File: config.mk
export PLATFORM = sky130hd
export DESIGN_NAME = rail_seq
export DESIGN_NICKNAME = d
export VERILOG_FILES = /design/src/rtl/rail_seq_pkg.sv /design/src/rtl/rail_seq_tick.sv /design/src/rtl/rail_seq_regs.sv /design/src/rtl/rail_seq_timer.sv /design/src/rtl/rail_seq.sv
export SDC_FILE = /design/constraint.sdc
export NUM_CORES = 1
export LEC_CHECK = 0
export ABC_AREA = 0
export CORE_MARGIN = 1
export CORE_UTILIZATION = 45
export CTS_BUF_LIST = sky130_fd_sc_hd__clkbuf_8 sky130_fd_sc_hd__clkbuf_16
export DETAILED_ROUTE_END_ITERATION = 10
export GPL_TIMING_DRIVEN = 0
export PLACE_DENSITY = 0.73
export SLEW_MARGIN = 20
export SYNTH_ARGS = -nofsm -noshare
export SYNTH_HDL_FRONTEND = slang
export SYNTH_SLANG_ARGS = --single-unit
File: constraint.sdc
create_clock -name clk_i -period 2.6 [get_ports clk_i]
set_input_delay 0.52 -clock clk_i [delete_from_list [all_inputs] [get_ports clk_i]]
set_output_delay 0.52 -clock clk_i [all_outputs]
set_load 0.1 [all_outputs]
File: src/rtl/rail_seq_pkg.sv
package rail_seq_pkg;
  localparam int NRAIL  = 4;
  localparam int CODE_W = 5;
  localparam int AW     = 8;
  localparam int DW     = 8;
  localparam int NREG   = 7;

  typedef logic [CODE_W-1:0] code_t;

  localparam logic [AW-1:0] A_UP2 = 8'h07;
  localparam logic [AW-1:0] A_UP3 = 8'h08;
  localparam logic [AW-1:0] A_UP4 = 8'h09;
  localparam logic [AW-1:0] A_DN1 = 8'h0A;
  localparam logic [AW-1:0] A_DN2 = 8'h0B;
  localparam logic [AW-1:0] A_DN4 = 8'h0C;
  localparam logic [AW-1:0] A_DN3 = 8'h0D;
endpackage

File: src/rtl/rail_seq_tick.sv
module rail_seq_tick #(
  parameter int unsigned CYC_PER_MS = 125000
) (
  input  logic clk_i,
  input  logic rst_ni,
  input  logic clr_i,
  output logic tick_o
);
  localparam int W = (CYC_PER_MS > 1) ? $clog2(CYC_PER_MS) : 1;
  localparam logic [W-1:0] LAST = W'(CYC_PER_MS - 1);

  logic [W-1:0] cnt_q;

  assign tick_o = (cnt_q == LAST);

  always_ff @(posedge clk_i or negedge rst_ni) begin
    if (!rst_ni)               cnt_q <= '0;
    else if (clr_i || tick_o)  cnt_q <= '0;
    else                       cnt_q <= cnt_q + 1'b1;
  end

  generate
    if (CYC_PER_MS > 1) begin : g_chk
      p_tick_pulse_r3: assert property (@(posedge clk_i) disable iff (!rst_ni)
        tick_o |=> !tick_o);
    end
  endgenerate
endmodule

File: src/rtl/rail_seq_regs.sv
module rail_seq_regs
  import rail_seq_pkg::*;
#(
  parameter logic  DEF_STEP = 1'b0,
  parameter code_t DEF_UP2  = '0,
  parameter code_t DEF_UP3  = '0,
  parameter code_t DEF_UP4  = '0
) (
  input  logic                     clk_i,
  input  logic                     rst_ni,
  input  logic                     we_i,
  input  logic [AW-1:0]            addr_i,
  input  logic [DW-1:0]            wdata_i,
  output logic [DW-1:0]            rdata_o,
  output logic                     step_o,
  output logic [NRAIL-1:0][CODE_W-1:0] up_o,
  output logic [NRAIL-1:0][CODE_W-1:0] dn_o
);
  logic [DW-1:0] reg_q [NREG];
  logic [2:0]    idx;
  logic          hit;

  // slot 0 keeps the step bit in [7]; all others keep only a code
  function automatic logic [DW-1:0] mask_of(input int i);
    return (i == 0) ? 8'h9F : 8'h1F;
  endfunction

  function automatic logic [DW-1:0] def_of(input int i);
    case (i)
      0:       return {DEF_STEP, 2'b00, DEF_UP2};
      1:       return {3'b000, DEF_UP3};
      2:       return {3'b000, DEF_UP4};
      default: return '0;
    endcase
  endfunction

  always_comb begin
    hit = 1'b1;
    idx = 3'd0;
    case (addr_i)
      A_UP2:   idx = 3'd0;
      A_UP3:   idx = 3'd1;
      A_UP4:   idx = 3'd2;
      A_DN1:   idx = 3'd3;
      A_DN2:   idx = 3'd4;
      A_DN4:   idx = 3'd5;
      A_DN3:   idx = 3'd6;
      default: hit = 1'b0;
    endcase
  end

  for (genvar g = 0; g < NREG; g++) begin : g_reg
    always_ff @(posedge clk_i or negedge rst_ni) begin
      if (!rst_ni)                            reg_q[g] <= def_of(g);
      else if (we_i && hit && idx == 3'(g))   reg_q[g] <= wdata_i & mask_of(g);
    end
  end

  assign rdata_o = hit ? reg_q[idx] : '0;

  assign step_o = reg_q[0][7];
  assign up_o[0] = '0;              // rail 1 has no startup delay
  assign up_o[1] = reg_q[0][CODE_W-1:0];
  assign up_o[2] = reg_q[1][CODE_W-1:0];
  assign up_o[3] = reg_q[2][CODE_W-1:0];
  assign dn_o[0] = reg_q[3][CODE_W-1:0];
  assign dn_o[1] = reg_q[4][CODE_W-1:0];
  assign dn_o[3] = reg_q[5][CODE_W-1:0];
  assign dn_o[2] = reg_q[6][CODE_W-1:0];

  p_wr_up3_r6: assert property (@(posedge clk_i) disable iff (!rst_ni)
    (we_i && addr_i == A_UP3) |=> (up_o[2] == $past(wdata_i[CODE_W-1:0])));
endmodule

File: src/rtl/rail_seq_timer.sv
module rail_seq_timer
  import rail_seq_pkg::*;
(
  input  logic  clk_i,
  input  logic  rst_ni,
  input  logic  rise_i,
  input  logic  fall_i,
  input  logic  tick_i,
  input  logic  step_i,
  input  code_t up_code_i,
  input  code_t dn_code_i,
  output logic  on_o
);
  localparam int TW = CODE_W + 1;

  logic [TW-1:0] tgt_c, tgt_q, cnt_q;
  logic          pend_q, dir_q, on_q;

  assign tgt_c = TW'(rise_i ? up_code_i : dn_code_i) << step_i;

  always_ff @(posedge clk_i or negedge rst_ni) begin
    if (!rst_ni) begin
      tgt_q  <= '0;
      cnt_q  <= '0;
      pend_q <= 1'b0;
      dir_q  <= 1'b0;
      on_q   <= 1'b0;
    end else if (rise_i || fall_i) begin
      // an edge always restarts timing, cancelling any pending change
      tgt_q <= tgt_c;
      cnt_q <= '0;
      dir_q <= rise_i;
      if (tgt_c == '0) begin
        on_q   <= rise_i;
        pend_q <= 1'b0;
      end else begin
        pend_q <= 1'b1;
      end
    end else if (pend_q && tick_i) begin
      cnt_q <= cnt_q + 1'b1;
      if (cnt_q + 1'b1 == tgt_q) begin
        on_q   <= dir_q;
        pend_q <= 1'b0;
      end
    end
  end

  assign on_o = on_q;

  p_hold_between_ticks_r3: assert property (@(posedge clk_i) disable iff (!rst_ni)
    (pend_q && !tick_i && !rise_i && !fall_i) |=> $stable(on_q));
  p_cancel_keeps_off_r9: assert property (@(posedge clk_i) disable iff (!rst_ni)
    (fall_i && !on_q) |=> !on_q);
endmodule

File: src/rtl/rail_seq.sv
module rail_seq
  import rail_seq_pkg::*;
#(
  parameter int unsigned CYC_PER_MS = 125000,
  parameter logic        DEF_STEP   = 1'b0,
  parameter logic [4:0]  DEF_UP2    = 5'd0,
  parameter logic [4:0]  DEF_UP3    = 5'd0,
  parameter logic [4:0]  DEF_UP4    = 5'd0
) (
  input  logic       clk_i,
  input  logic       rst_ni,
  input  logic       en_pin_i,
  input  logic       sw_en_i,
  input  logic [3:0] rail_en_i,
  input  logic       we_i,
  input  logic [7:0] addr_i,
  input  logic [7:0] wdata_i,
  output logic [7:0] rdata_o,
  output logic [3:0] rail_o
);
  logic req, req_q, rise, fall, tick, step;
  logic [NRAIL-1:0][CODE_W-1:0] up_code, dn_code;
  logic [NRAIL-1:0] seq_on;
  logic [NRAIL-1:0] rail_q;

  assign req  = en_pin_i | sw_en_i;
  assign rise = req & ~req_q;
  assign fall = ~req & req_q;

  always_ff @(posedge clk_i or negedge rst_ni) begin
    if (!rst_ni) req_q <= 1'b0;
    else         req_q <= req;
  end

  rail_seq_tick #(.CYC_PER_MS(CYC_PER_MS)) u_tick (
    .clk_i, .rst_ni, .clr_i(rise | fall), .tick_o(tick)
  );

  rail_seq_regs #(
    .DEF_STEP(DEF_STEP), .DEF_UP2(DEF_UP2), .DEF_UP3(DEF_UP3), .DEF_UP4(DEF_UP4)
  ) u_regs (
    .clk_i, .rst_ni, .we_i, .addr_i, .wdata_i, .rdata_o,
    .step_o(step), .up_o(up_code), .dn_o(dn_code)
  );

  for (genvar r = 0; r < NRAIL; r++) begin : g_rail
    rail_seq_timer u_tmr (
      .clk_i, .rst_ni,
      .rise_i(rise), .fall_i(fall), .tick_i(tick), .step_i(step),
      .up_code_i(up_code[r]), .dn_code_i(dn_code[r]),
      .on_o(seq_on[r])
    );

    p_direct_on_r8: assert property (@(posedge clk_i) disable iff (!rst_ni)
      rail_en_i[r] |=> rail_q[r]);
  end

  always_ff @(posedge clk_i or negedge rst_ni) begin
    if (!rst_ni) rail_q <= '0;
    else         rail_q <= seq_on | rail_en_i;
  end

  assign rail_o = rail_q;

  p_rail1_follows_r2: assert property (@(posedge clk_i) disable iff (!rst_ni)
    $rose(req_q) |=> rail_q[0]);
endmodule

## Yosys cells after proc, flatten, opt, wreduce, memory -nomap -nowiden

Cells that the tools add are included.
Widths: inputs -> output; s select.

| word-level totals | value |
|---|---|
| bits in registers | 115 |
| input port bits | 25 |
| output and inout port bits | 12 |
| word-level logic and storage cells | 154 |

| operators by class | value |
|---|---|
| reduce and logical (&&, ||, !) cells | 36 |
| shifts and indexed selects | 4 |
| multiplexer cells | 51 |
| equality and inequality tests | 22 |
| magnitude comparators | 1 |
| bitwise logic cells | 8 |
| $add $sub $neg | 5 |

Operators with widths:

| kind | count |
|---|---|
| $eq 8x4->1 const B | 6 |
| $mux 6 | 8 |
| $mux 1 | 33 |
| $add 6x1->6 const B | 4 |
| $bmux 8 s3 | 1 |
| $eq 6x6->1 | 4 |
| $logic_not 6->1 | 4 |
| $mux 8 | 3 |
| $shl 6x1->6 | 4 |
| $mux 5 | 4 |
| $pmux 3 s6 | 1 |
| $add 17x1->17 const B | 1 |
| $eq 17x17->1 const B | 1 |
| $mux 17 | 1 |
| $reduce_bool 2->1 | 8 |
| $logic_and 1x1->1 | 12 |
| $reduce_and 3->1 | 4 |
| $eq 3x3->1 const B | 3 |
| $eq 8x3->1 const B | 1 |
| $reduce_and 2->1 | 4 |
| $reduce_or 7->1 | 1 |
| $eq 3x2->1 const B | 2 |
| $ne 2x1->1 const B | 3 |
| $ge 4x4->1 const B | 1 |
| other kinds (9) | 13 |

## Logic depth before layout (Yosys ltp)

Gate-level depths: netlist of the first run.

| depth | value |
|---|---|
| depth after elaboration | 7 |
| gate-level depth with buffers | 10 |
| gate-level depth less buffers | 8 |

## Modules after synthesis

A second synthesis of the first run with hierarchy kept.

| unflattened totals | value |
|---|---|
| cell total of the unflattened synthesis | 643 |
| area, all modules | 6915.4 µm² |

Modules (own cells, without submodules):

| module | cells each | instances | area each (µm²) | sequential area each (µm²) |
|---|---|---|---|---|
| rail_seq_timer | 92 | 4 | 963.4 | 375.4 |
| rail_seq_regs | 173 | 1 | 2020.7 | 900.9 |
| rail_seq_tick | 87 | 1 | 850.8 | 425.4 |
| rail_seq | 15 | 1 | 190.2 | 125.1 |

## Worst setup path after synthesis of the first run

No wires, ideal clock.

| timing path | value |
|---|---|
| kind | in2out |
| from | in addr_i[0] |
| to | out rdata_o[0] |
| arrival time | 2903 ps |
| stages on the path | 8 |
| setup slack | -823 ps |
| path through | clkbuf_1 clkbuf_1 nor2_1 nand2_1 o22ai_1 a21oi_1 mux2i_1 nor2_1 |

| on the way | value |
|---|---|
| longest elaborated chain between the ends | 7 |
| elaborated cells between the ends (all ways) | 15 |
| those cells by class | eq/ne (7); mux (6); bitwise (1); reduce/logical (1) |

RTL lines:

| element | line | text |
|---|---|---|
| from (decl) | rail_seq.sv:16 | `input logic [7:0] addr_i,` |
| $eq 8x4->1 | rail_seq_regs.sv:40 | `case (addr_i)` |
| $pmux 3 s6 | rail_seq_regs.sv:40 |  |
| $not 3->4 (not written as such) | rail_seq_regs.sv:59 | `assign rdata_o = hit ? reg_q[idx] : '0;` |
| $bmux 8 s3 | rail_seq_regs.sv:59 |  |
| $mux 8 (not written as such) (2 in series) | rail_seq_regs.sv:59 |  |
| $mux 8 (*) | rail_seq_regs.sv:59 |  |
| to (decl) | rail_seq.sv:18 | `output logic [7:0] rdata_o,` |

Mark *: on every way between the ends. The rest lies on a longest branch, timed or not. The select of a mux whose other input is x is not followed.

## Worst setup path in the final report of the first run

| timing path | value |
|---|---|
| from | in addr_i[0] |
| to | out rdata_o[3] |

Same word-level chain as after synthesis.

==> results.py, run 1 <==
metrics = {
    "die": {
        "die_width_um": 119.8,
        "start_util_pct": 46.57,
        "core-area_um2": 13400,
        "die_y_um": 119.8,
        "top_level_ports": 37,
        "row_count": 42,
        "dieArea_um2": 14340,
    },
    "clock_tree": {
        "htreeDepth": 4,
        "cts.path.max_buffers": 2,
        "ctsHoldBuffers": 0,
        "clk_pin_slew_ns": 0.05,
        "numCtsBuffers": 17,
        "clk-insertion-delay-late_ns": 0.42,
        "cts_root_buf": "clkbuf_16",
        "tritoncts": "done",
        "cts_sinks": 115,
    },
    "synthesis": {
        "ys.flop_type": "dfrtp_1",
        "synthesis.instances": 589,
        "synth_top_cell_by_area": "dfrtp_1",
        "synth_area_per_cell_um2": 10.60,
        "synth_seq_cells": 115,
        "synthTopCellsByArea": "dfrtp_1, mux2_2, xnor2_1",
        "seq_area_frac_synth_pct": 46.11,
        "ys_warn_count": 0,
        "synth_top_area_share_pct": 46.11,
        "ys_types": 61,
        "synth-edff-count": 0,
        "syn_area_um2": 6241,
        "synthArstFlopShare_pct": 100.0,
    },
    "finish": {
        "areaGrowthSynthToFinish_pct": 22.65,
        "diodes": 0,
        "n_fill_cell": 1102,
        "final_common_cell": "dfrtp_1",
        "drive_gt1_share_pct": 24.39,
        "finalNonFillerCells": 832,
        "final_cell_mix": "dfrtp_1, nor2_1, nand2_1, mux2_2, xnor2_1",
        "nNetsFinal": 677,
    },
    "sta": {
        "rsz0062_at_grt": "false",
        "worstMarginPinSlew_ns": 0.9633,
        "setup_ws_ns": 0.04320,
        "fin_crit_ns": 2.557,
        "slew_headroom_pct": 35.58,
        "hold_violations": 0,
        "setup_violations": 0,
        "finClkSkew_ns": 0.01020,
        "drv_slew": 0,
        "clock.fmax_mhz": 391.1,
        "min_period_over_period_pct": 98.34,
    },
    "power": {
        "ir_drop_mv": 0.5424,
        "leakagePower_uw": 0.003411,
        "powerDensity_nw_per_um2": 652.8,
        "finalPower_uw": 4997,
    },
    "global_route": {
        "grt_max_degree": 66,
        "grt_pass1_wl_um": 24850,
        "antenna_found_initial": 0,
        "grt_pass1_vias": 4933,
        "grt_use_total_pct": 22.52,
        "grt_remaining_overflow": 0,
    },
    "setup_path": {
        "rr_worst_depth": 7,
        "cp_data_arrival_time_ns": 2.04,
        "critical_path_required_ns": 2.08,
        "critical_path_class": "in -> out",
        "crit_fanout": 10,
        "cp-startpoint": "addr_i[0]",
        "reg2reg_from": "req_q$_DFF_PN0_",
        "worst_setup_path_start_kind": "input port",
        "critPathCaptureType": "output port",
    },
    "placed_design": {
        "dp_slack_ns": -1.516,
        "port-buffer-count": 30,
        "dp.final_hpwl_um": 10260,
        "routabilityCongestion": 0.9044,
        "dp_cells": 797,
    },
    "routing": {
        "wl_um": 14840,
        "wl_per_cell_um": 17.84,
        "vias": 4759,
        "routed.top_layer": "met4",
        "dr_wl_met2_um": 7221,
        "wl_met1_um": 6331,
        "firstDrtPassIters": 4,
        "ant_nets": 0,
        "wl_met3_um": 799,
        "drt_iter0_drc": 352,
        "avgViaCountPerCell": 5.720,
        "drc": 0,
    },
    "run_status": {
        "outcome": "complete, no violations",
    },
    "worst_hold_path": {
        "hold_path.class": "in -> async",
    },
    "flow_run": {
        "cap_violations": 0,
    },
}
==> cell usage after synthesis (5+ instances only) <==
master	count
nor3_1	5
o21ai_0	18
buf_2	6
inv_1	9
xor2_1	25
mux2_1	13
mux2_2	43
nand4_1	6
mux4_2	11
and3_1	11
xnor2_1	39
nor2_1	68
nand3_1	26
a21oi_1	18
ha_1	6
dfrtp_1	115
mux2i_1	17
o31ai_1	5
a22o_1	8
nand2_1	56
or2_2	6
clkbuf_1	14
o22ai_1	6
==> flip-flops by register name (all words and copies together), names as in the netlist <==
signal	flops
g_rail.u_tmr.cnt_q	24
g_rail.u_tmr.tgt_q	24
u_regs.dn_o	20
u_tick.cnt_q	17
u_regs.up_o	15
g_rail.u_tmr.on_o	4
g_rail.u_tmr.pend_q	4
rail_o	4
g_rail.u_tmr.dir_q	1
req_q	1
u_regs.step_o	1
==> stage by stage <==
stage                     utilization (%)  TNS (ns)  hold slack, ns  instance area [um^2]
after floorplan                         -  -0.02537          0.2244                  6319
after global placement              51.04   -387.69          0.4470                  6839
after detailed placement            51.25    -16.71          0.4548                  6868
after CTS                           56.68         0         0.06051                  7595
after global routing                57.12         0         0.07745                  7655
final                               57.12         0         0.04567                  7655
==> critical path, stage by stage <==
cell	delay, ns
buf_2	0.22
buf_4	0.23
mux2_2	0.39
a22o_1	0.21
mux2i_2	0.23
nor2_4	0.06
buf_12	0.18
==> kinds of logic (layout without fill, tap and decap cells) <==
logic type	Yosys count	after routing	share of synthesized area, %
xor+xnor	64	64	8.982
compound gates	73	73	7.418
simple gates	211	211	16.80
buf+inv	35	101	2.626
flops	115	115	46.11
other cells	1	2	0.06009
fa+ha+maj	6	6	1.203
mux	84	84	16.80
==> power breakdown <==
part | internal, uW | switching, uW
clock | 1450 | 775
sequential | 1920 | 121
combinational | 303 | 436
total | 3660 | 1330
==> worst paths after layout <==
check	to	slack, ns
worst max-delay path	rdata_o[3]	0.04
worst min-delay path	u_tick.cnt_q[12]$_DFF_PN0_	0.05
worst max register to register	g_rail[3].u_tmr.on_o$_DFFE_PN0P_	0.13
worst min register to register	rail_o[2]$_DFF_PN0_	0.46
max in group asynchronous	u_regs.up_o[17]$_DFFE_PN0P_	1.88
min in group clk_i	req_q$_DFF_PN0_	0.44
==> final cells by class <==
type	count	area [um^2]	share of cell area, %
plain buffers	23	133.9	1.749
clock buffers	20	466.7	6.097
clock inverters	9	91.34	1.193
inverters	10	37.54	0.4904
multi-input cells	440	3391	44.30
flip-flops and latches	115	2878	37.59
well taps	176	220.2	2.877
repair buffers	39	436.7	5.704
==> routing by layer <==
metal | up-vias | track usage [%]
met2 | 159 | 36.52
li1 | 2201 | -
met4 | 0 | 11.56
met5 | - | 0
met1 | 2359 | 28.15
met3 | 40 | 5.133
==> repair_timing <==
item / in CTS / in global routing
endpoints found under the hold margin: 0 / 0
pin swaps: 11 / 9
buffers inserted: 5 / 3
setup endpoints to repair: 17 / 19
resized for setup: 88 / 23
Power figures use the tool's default switching activity.
==> run 2: changes to the inputs <==
--- a/config.mk
+++ b/config.mk
@@ -8,10 +8,9 @@
 export ABC_AREA = 0
 export CORE_MARGIN = 1
 export CORE_UTILIZATION = 45
-export CTS_BUF_LIST = sky130_fd_sc_hd__clkbuf_8 sky130_fd_sc_hd__clkbuf_16
 export DETAILED_ROUTE_END_ITERATION = 10
 export GPL_TIMING_DRIVEN = 0
-export PLACE_DENSITY = 0.73
+export PLACE_DENSITY = 0.71
 export SLEW_MARGIN = 20
 export SYNTH_ARGS = -nofsm -noshare
 export SYNTH_HDL_FRONTEND = slang
==> constraint.sdc (replaced) <==
create_clock -name clk_i -period 3 [get_ports clk_i]
set_input_delay 0.6 -clock clk_i [delete_from_list [all_inputs] [get_ports clk_i]]
set_output_delay 0.6 -clock clk_i [all_outputs]
set_load 0.1 [all_outputs]
==> results.py, run 2 (synthesis results as in run 1) <==
metrics = {
    "run_status": {
        "outcome": "complete, no violations",
    },
    "power": {
        "finalPower_uw": 4283,
        "ir_drop_mv": 0.4524,
        "powerDensity_nw_per_um2": 563.0,
        "leakagePower_uw": 0.003385,
    },
    "placed_design": {
        "place_area_um2": 6832,
        "dp_cells": 797,
        "routabilityCongestion": 0.8857,
        "dp.final_hpwl_um": 10380,
        "port-buffer-count": 30,
    },
    "global_route": {
        "grt_max_degree": 72,
        "grt_pass1_vias": 4884,
        "grt_remaining_overflow": 0,
        "grt_use_total_pct": 22.57,
        "grt_pass1_wl_um": 24900,
        "antenna_found_initial": 0,
    },
    "clock_tree": {
        "clk-insertion-delay-late_ns": 0.42,
        "htreeDepth": 4,
        "tritoncts": "done",
        "ctsHoldBuffers": 0,
        "cts_root_buf": "clkbuf_16",
        "numCtsBuffers": 17,
        "clk_pin_slew_ns": 0.05,
        "cts_sinks": 115,
        "cts.path.max_buffers": 2,
    },
    "sta": {
        "worstMarginPinSlew_ns": 0.9594,
        "hold_violations": 0,
        "finalHoldWorstSlack_ns": 0.1123,
        "drv_slew": 0,
        "min_period_over_period_pct": 98.49,
        "clock.fmax_mhz": 338.4,
        "slew_headroom_pct": 35.84,
        "setup_violations": 0,
        "finClkSkew_ns": 0.009489,
        "fin_crit_ns": 2.955,
    },
    "finish": {
        "final_common_cell": "dfrtp_1",
        "final_cell_mix": "dfrtp_1, nor2_1, nand2_1, mux2_2, xnor2_1",
        "areaGrowthSynthToFinish_pct": 21.89,
        "multi_input_area_um2": 3344,
        "fin_area_um2": 7607,
        "drive_gt1_share_pct": 22.68,
        "register_area_um2": 2878,
        "finalNonFillerCells": 833,
        "final_util_pct": 56.77,
        "nNetsFinal": 676,
        "n_fill_cell": 1115,
        "diodes": 0,
    },
    "routing": {
        "firstDrtPassIters": 6,
        "drc": 0,
        "wl_per_cell_um": 17.72,
        "drt_iter0_drc": 241,
        "avgViaCountPerCell": 5.600,
        "wl_um": 14760,
        "ant_nets": 0,
        "vias": 4665,
    },
    "setup_path": {
        "worst_setup_path_start_kind": "input port",
        "cp_slowest_cell": "or4_4",
        "crit_fanout": 8,
        "rr_worst_depth": 6,
        "max_stage_delay_ns": 0.57,
        "path_cells": "clkdlybuf4s50_1 > or2_2 > ha_2 > buf_6 > mux4_2 > or4_4 > nor3_4 > a31oi_2 > mux2_4",
        "cp_data_arrival_time_ns": 3.25,
        "rrSetupSlack_ns": 0.41,
        "critPathCaptureType": "flop",
        "timing.rr.end": "u_tick.cnt_q[8]$_DFF_PN0_",
        "reg2reg_from": "u_tick.cnt_q[10]$_DFF_PN0_",
        "critical_path_required_ns": 3.29,
        "critical_path_class": "in -> reg",
    },
    "die": {
        "die_y_um": 119.8,
        "start_util_pct": 46.57,
        "core-area_um2": 13400,
        "dieArea_um2": 14340,
        "top_level_ports": 37,
        "row_count": 42,
        "die_width_um": 119.8,
    },
    "worst_hold_path": {
        "hold_path.class": "in -> async",
    },
    "flow_run": {
        "cap_violations": 0,
    },
}
run 2: layout make-up:
cell class	count	area share, %
Inverter	10	0.4934
Timing Repair Buffer	37	5.773
Multi-Input combinational cell	440	43.96
Sequential cell	115	37.83
Tap cell	176	2.895
Clock buffer	26	6.562
Buffer	24	1.826
Clock inverter	5	0.6579
run 2: how the worst max path moves through the flow:
stage | start | end
final | sw_en_i | g_rail[3].u_tmr.on_o$_DFFE_PN0P_
after global routing | addr_i[1] | rdata_o[2]
after CTS | addr_i[6] | rdata_o[4]
after detailed placement | addr_i[5] | rdata_o[4]
after global placement | rst_ni | u_regs.dn_o[18]$_DFFE_PN0P_
after floorplan | sw_en_i | g_rail[3].u_tmr.on_o$_DFFE_PN0P_
run 2: routing by layer:
metal	part of all wire [%]	GRT usage [%]
met1	43	27.81
met5	0	0
met3	4.6	5.371
met4	2.8	10.08
met2	50	37.57
run 2: repair_timing:
action / in CTS / in global routing
gates resized for setup: 67 / 23
buffers inserted: 3 / 3
pin swaps: 6 / 5
endpoints found under the setup margin: 8 / 10
run 2: metrics by stage:
step	setup WS [ns]	TNS (ns)
final	0.04520	0
after global routing	-0.01467	-0.02062
after CTS	-0.02031	-0.02031
after detailed placement	-1.429	-12.57
after global placement	-2.949	-348.19
after floorplan	0.1044	0
run 2: report_power, final:
| part | internal (uW) | switching (uW) | leakage [uW] |
|---|---|---|---|
| combinational | 261 | 374 | 0.00155 |
| clock | 1210 | 666 | 0.000274 |
| sequential | 1660 | 108 | 0.00156 |
| total | 3140 | 1150 | 0.00338 |
run 2: worst max-delay path: cells and delay by family:
family,cells,cell delay (ns)
AO/OA/AOI/OAI,1,0.09
buffers and inverters,2,0.53
multiplexers,2,0.75
AND/OR/NAND/NOR,3,1.10
adder cells (fa/ha/maj),1,0.18
==> run 3: changes to the inputs <==
--- a/config.mk
+++ b/config.mk
@@ -11,6 +11,7 @@
 export DETAILED_ROUTE_END_ITERATION = 10
 export GPL_TIMING_DRIVEN = 0
 export PLACE_DENSITY = 0.71
+export SKIP_CTS_REPAIR_TIMING = 1
 export SLEW_MARGIN = 20
 export SYNTH_ARGS = -nofsm -noshare
 export SYNTH_HDL_FRONTEND = slang
==> results.py, run 3 (synthesis results as in run 1) <==
metrics = {
    "run_status": {
        "outcome": "complete, no violations",
    },
    "clock_tree": {
        "numCtsBuffers": 17,
        "cts.path.max_buffers": 2,
        "clk_pin_slew_ns": 0.05,
        "cts_root_buf": "clkbuf_16",
        "htreeDepth": 4,
        "tritoncts": "done",
        "cts_sinks": 115,
        "clk-insertion-delay-late_ns": 0.42,
    },
    "routing": {
        "firstDrtPassIters": 4,
        "drt_iter0_drc": 213,
        "wl_um": 14680,
        "avgViaCountPerCell": 5.586,
        "vias": 4642,
        "ant_nets": 0,
        "drc": 0,
        "wl_per_cell_um": 17.66,
    },
    "setup_path": {
        "cp_data_arrival_time_ns": 2.38,
        "rrSetupSlack_ns": 0.45,
        "cp_slowest_cell": "clkdlybuf4s50_1",
        "max_stage_delay_ns": 0.44,
        "crit_fanout": 5,
        "critPathCaptureType": "output port",
        "path_cells": "clkdlybuf4s50_1 > nor4_4 > and2_4 > nand2_4 > a22o_1 > mux2i_2 > nor2_4 > buf_8",
        "timing.rr.end": "u_tick.cnt_q[8]$_DFF_PN0_",
        "rr_worst_depth": 6,
        "critical_path_required_ns": 2.40,
        "reg2reg_from": "u_tick.cnt_q[10]$_DFF_PN0_",
        "worst_setup_path_start_kind": "input port",
        "critical_path_class": "in -> out",
    },
    "power": {
        "powerDensity_nw_per_um2": 564.0,
        "finalPower_uw": 4279,
        "leakagePower_uw": 0.003383,
        "ir_drop_mv": 0.4540,
    },
    "global_route": {
        "grt_pass1_vias": 4826,
        "antenna_found_initial": 0,
        "grt_pass1_wl_um": 24590,
        "grt_use_total_pct": 22.32,
        "grt_max_degree": 72,
        "grt_remaining_overflow": 0,
    },
    "finish": {
        "multi_input_area_um2": 3343,
        "diodes": 0,
        "register_area_um2": 2878,
        "final_cell_mix": "dfrtp_1, nor2_1, nand2_1, mux2_2, xnor2_1",
        "final_common_cell": "dfrtp_1",
        "n_fill_cell": 1124,
        "nNetsFinal": 674,
        "areaGrowthSynthToFinish_pct": 21.55,
        "drive_gt1_share_pct": 22.14,
    },
    "sta": {
        "rsz0062_at_grt": "true",
        "worstMarginPinSlew_ns": 0.9594,
        "slew_headroom_pct": 35.84,
        "finalHoldWorstSlack_ns": 0.1095,
        "drv_slew": 0,
        "finClkSkew_ns": 0.009776,
        "fin_crit_ns": 2.982,
        "setup_ws_ns": 0.01790,
        "min_period_over_period_pct": 99.40,
        "hold_violations": 0,
        "clock.fmax_mhz": 335.3,
        "setup_violations": 0,
        "finalSetupTns_ns": 0,
    },
    "die": {
        "row_count": 42,
        "die_y_um": 119.8,
        "top_level_ports": 37,
        "core-area_um2": 13400,
        "die_width_um": 119.8,
        "dieArea_um2": 14340,
        "start_util_pct": 46.57,
    },
    "placed_design": {
        "port-buffer-count": 30,
        "routabilityCongestion": 0.8857,
        "dp.final_hpwl_um": 10380,
        "dp_slack_ns": -1.429,
    },
    "worst_hold_path": {
        "hold_path.class": "in -> async",
    },
    "flow_run": {
        "cap_violations": 0,
    },
}
-- run 3: report_power, final --
| part | switching, uW | internal, uW | total (uW) | leakage (uW) |
|---|---|---|---|---|
| clock network | 668 | 1210 | 1880 | 0.000274 |
| logic | 374 | 256 | 630 | 0.00155 |
| registers | 107 | 1660 | 1770 | 0.00156 |
| total | 1150 | 3130 | 4280 | 0.00338 |
-- run 3: worst max-delay path by stage --
stage / start / end / slack [ns] / depth (start not counted)
CTS: addr_i[5] / rdata_o[4] / -1.45 / 9
floorplan: sw_en_i / g_rail[3].u_tmr.on_o$_DFFE_PN0P_ / 0.10 / 8
global placement: rst_ni / u_regs.dn_o[18]$_DFFE_PN0P_ / -2.95 / 1
finish: addr_i[5] / rdata_o[0] / 0.02 / 8
detailed placement: addr_i[5] / rdata_o[4] / -1.43 / 9
global route: addr_i[5] / rdata_o[0] / -0.03 / 8
-- run 3: layout make-up --
cell class,instances,area share [%]
well taps,176,2.903
inverters,10,0.4948
flip-flops and latches,115,37.93
multi-input cells,440,44.07
clock inverters,5,0.6597
plain buffers,24,1.798
clock buffers,26,6.581
repair buffers,35,5.558
-- run 3: routing by layer --
layer / vias to the layer above / share of wire (%) / track usage, %
met5: - / 0 / 0
met4: 0 / 2.6 / 10.08
met3: 27 / 4.2 / 5.228
met2: 115 / 50 / 36.96
met1: 2302 / 43 / 27.66
li1: 2198 / - / -
-- run 3: through the flow --
step	instance area [um^2]	cells	utilization [%]
finish	7586	831	56.61
detailed placement	6832	797	50.98
CTS	7381	828	55.08
global placement	6803	796	50.77
floorplan	6282	590	-
global route	7586	831	56.61
-- run 3: critical path, delay by kind of cell --
kind / cells / cell delay [ns]
multiplexers: 1 / 0.25
AO/OA/AOI/OAI: 1 / 0.26
AND/OR/NAND/NOR: 4 / 0.63
buffers and inverters: 2 / 0.63
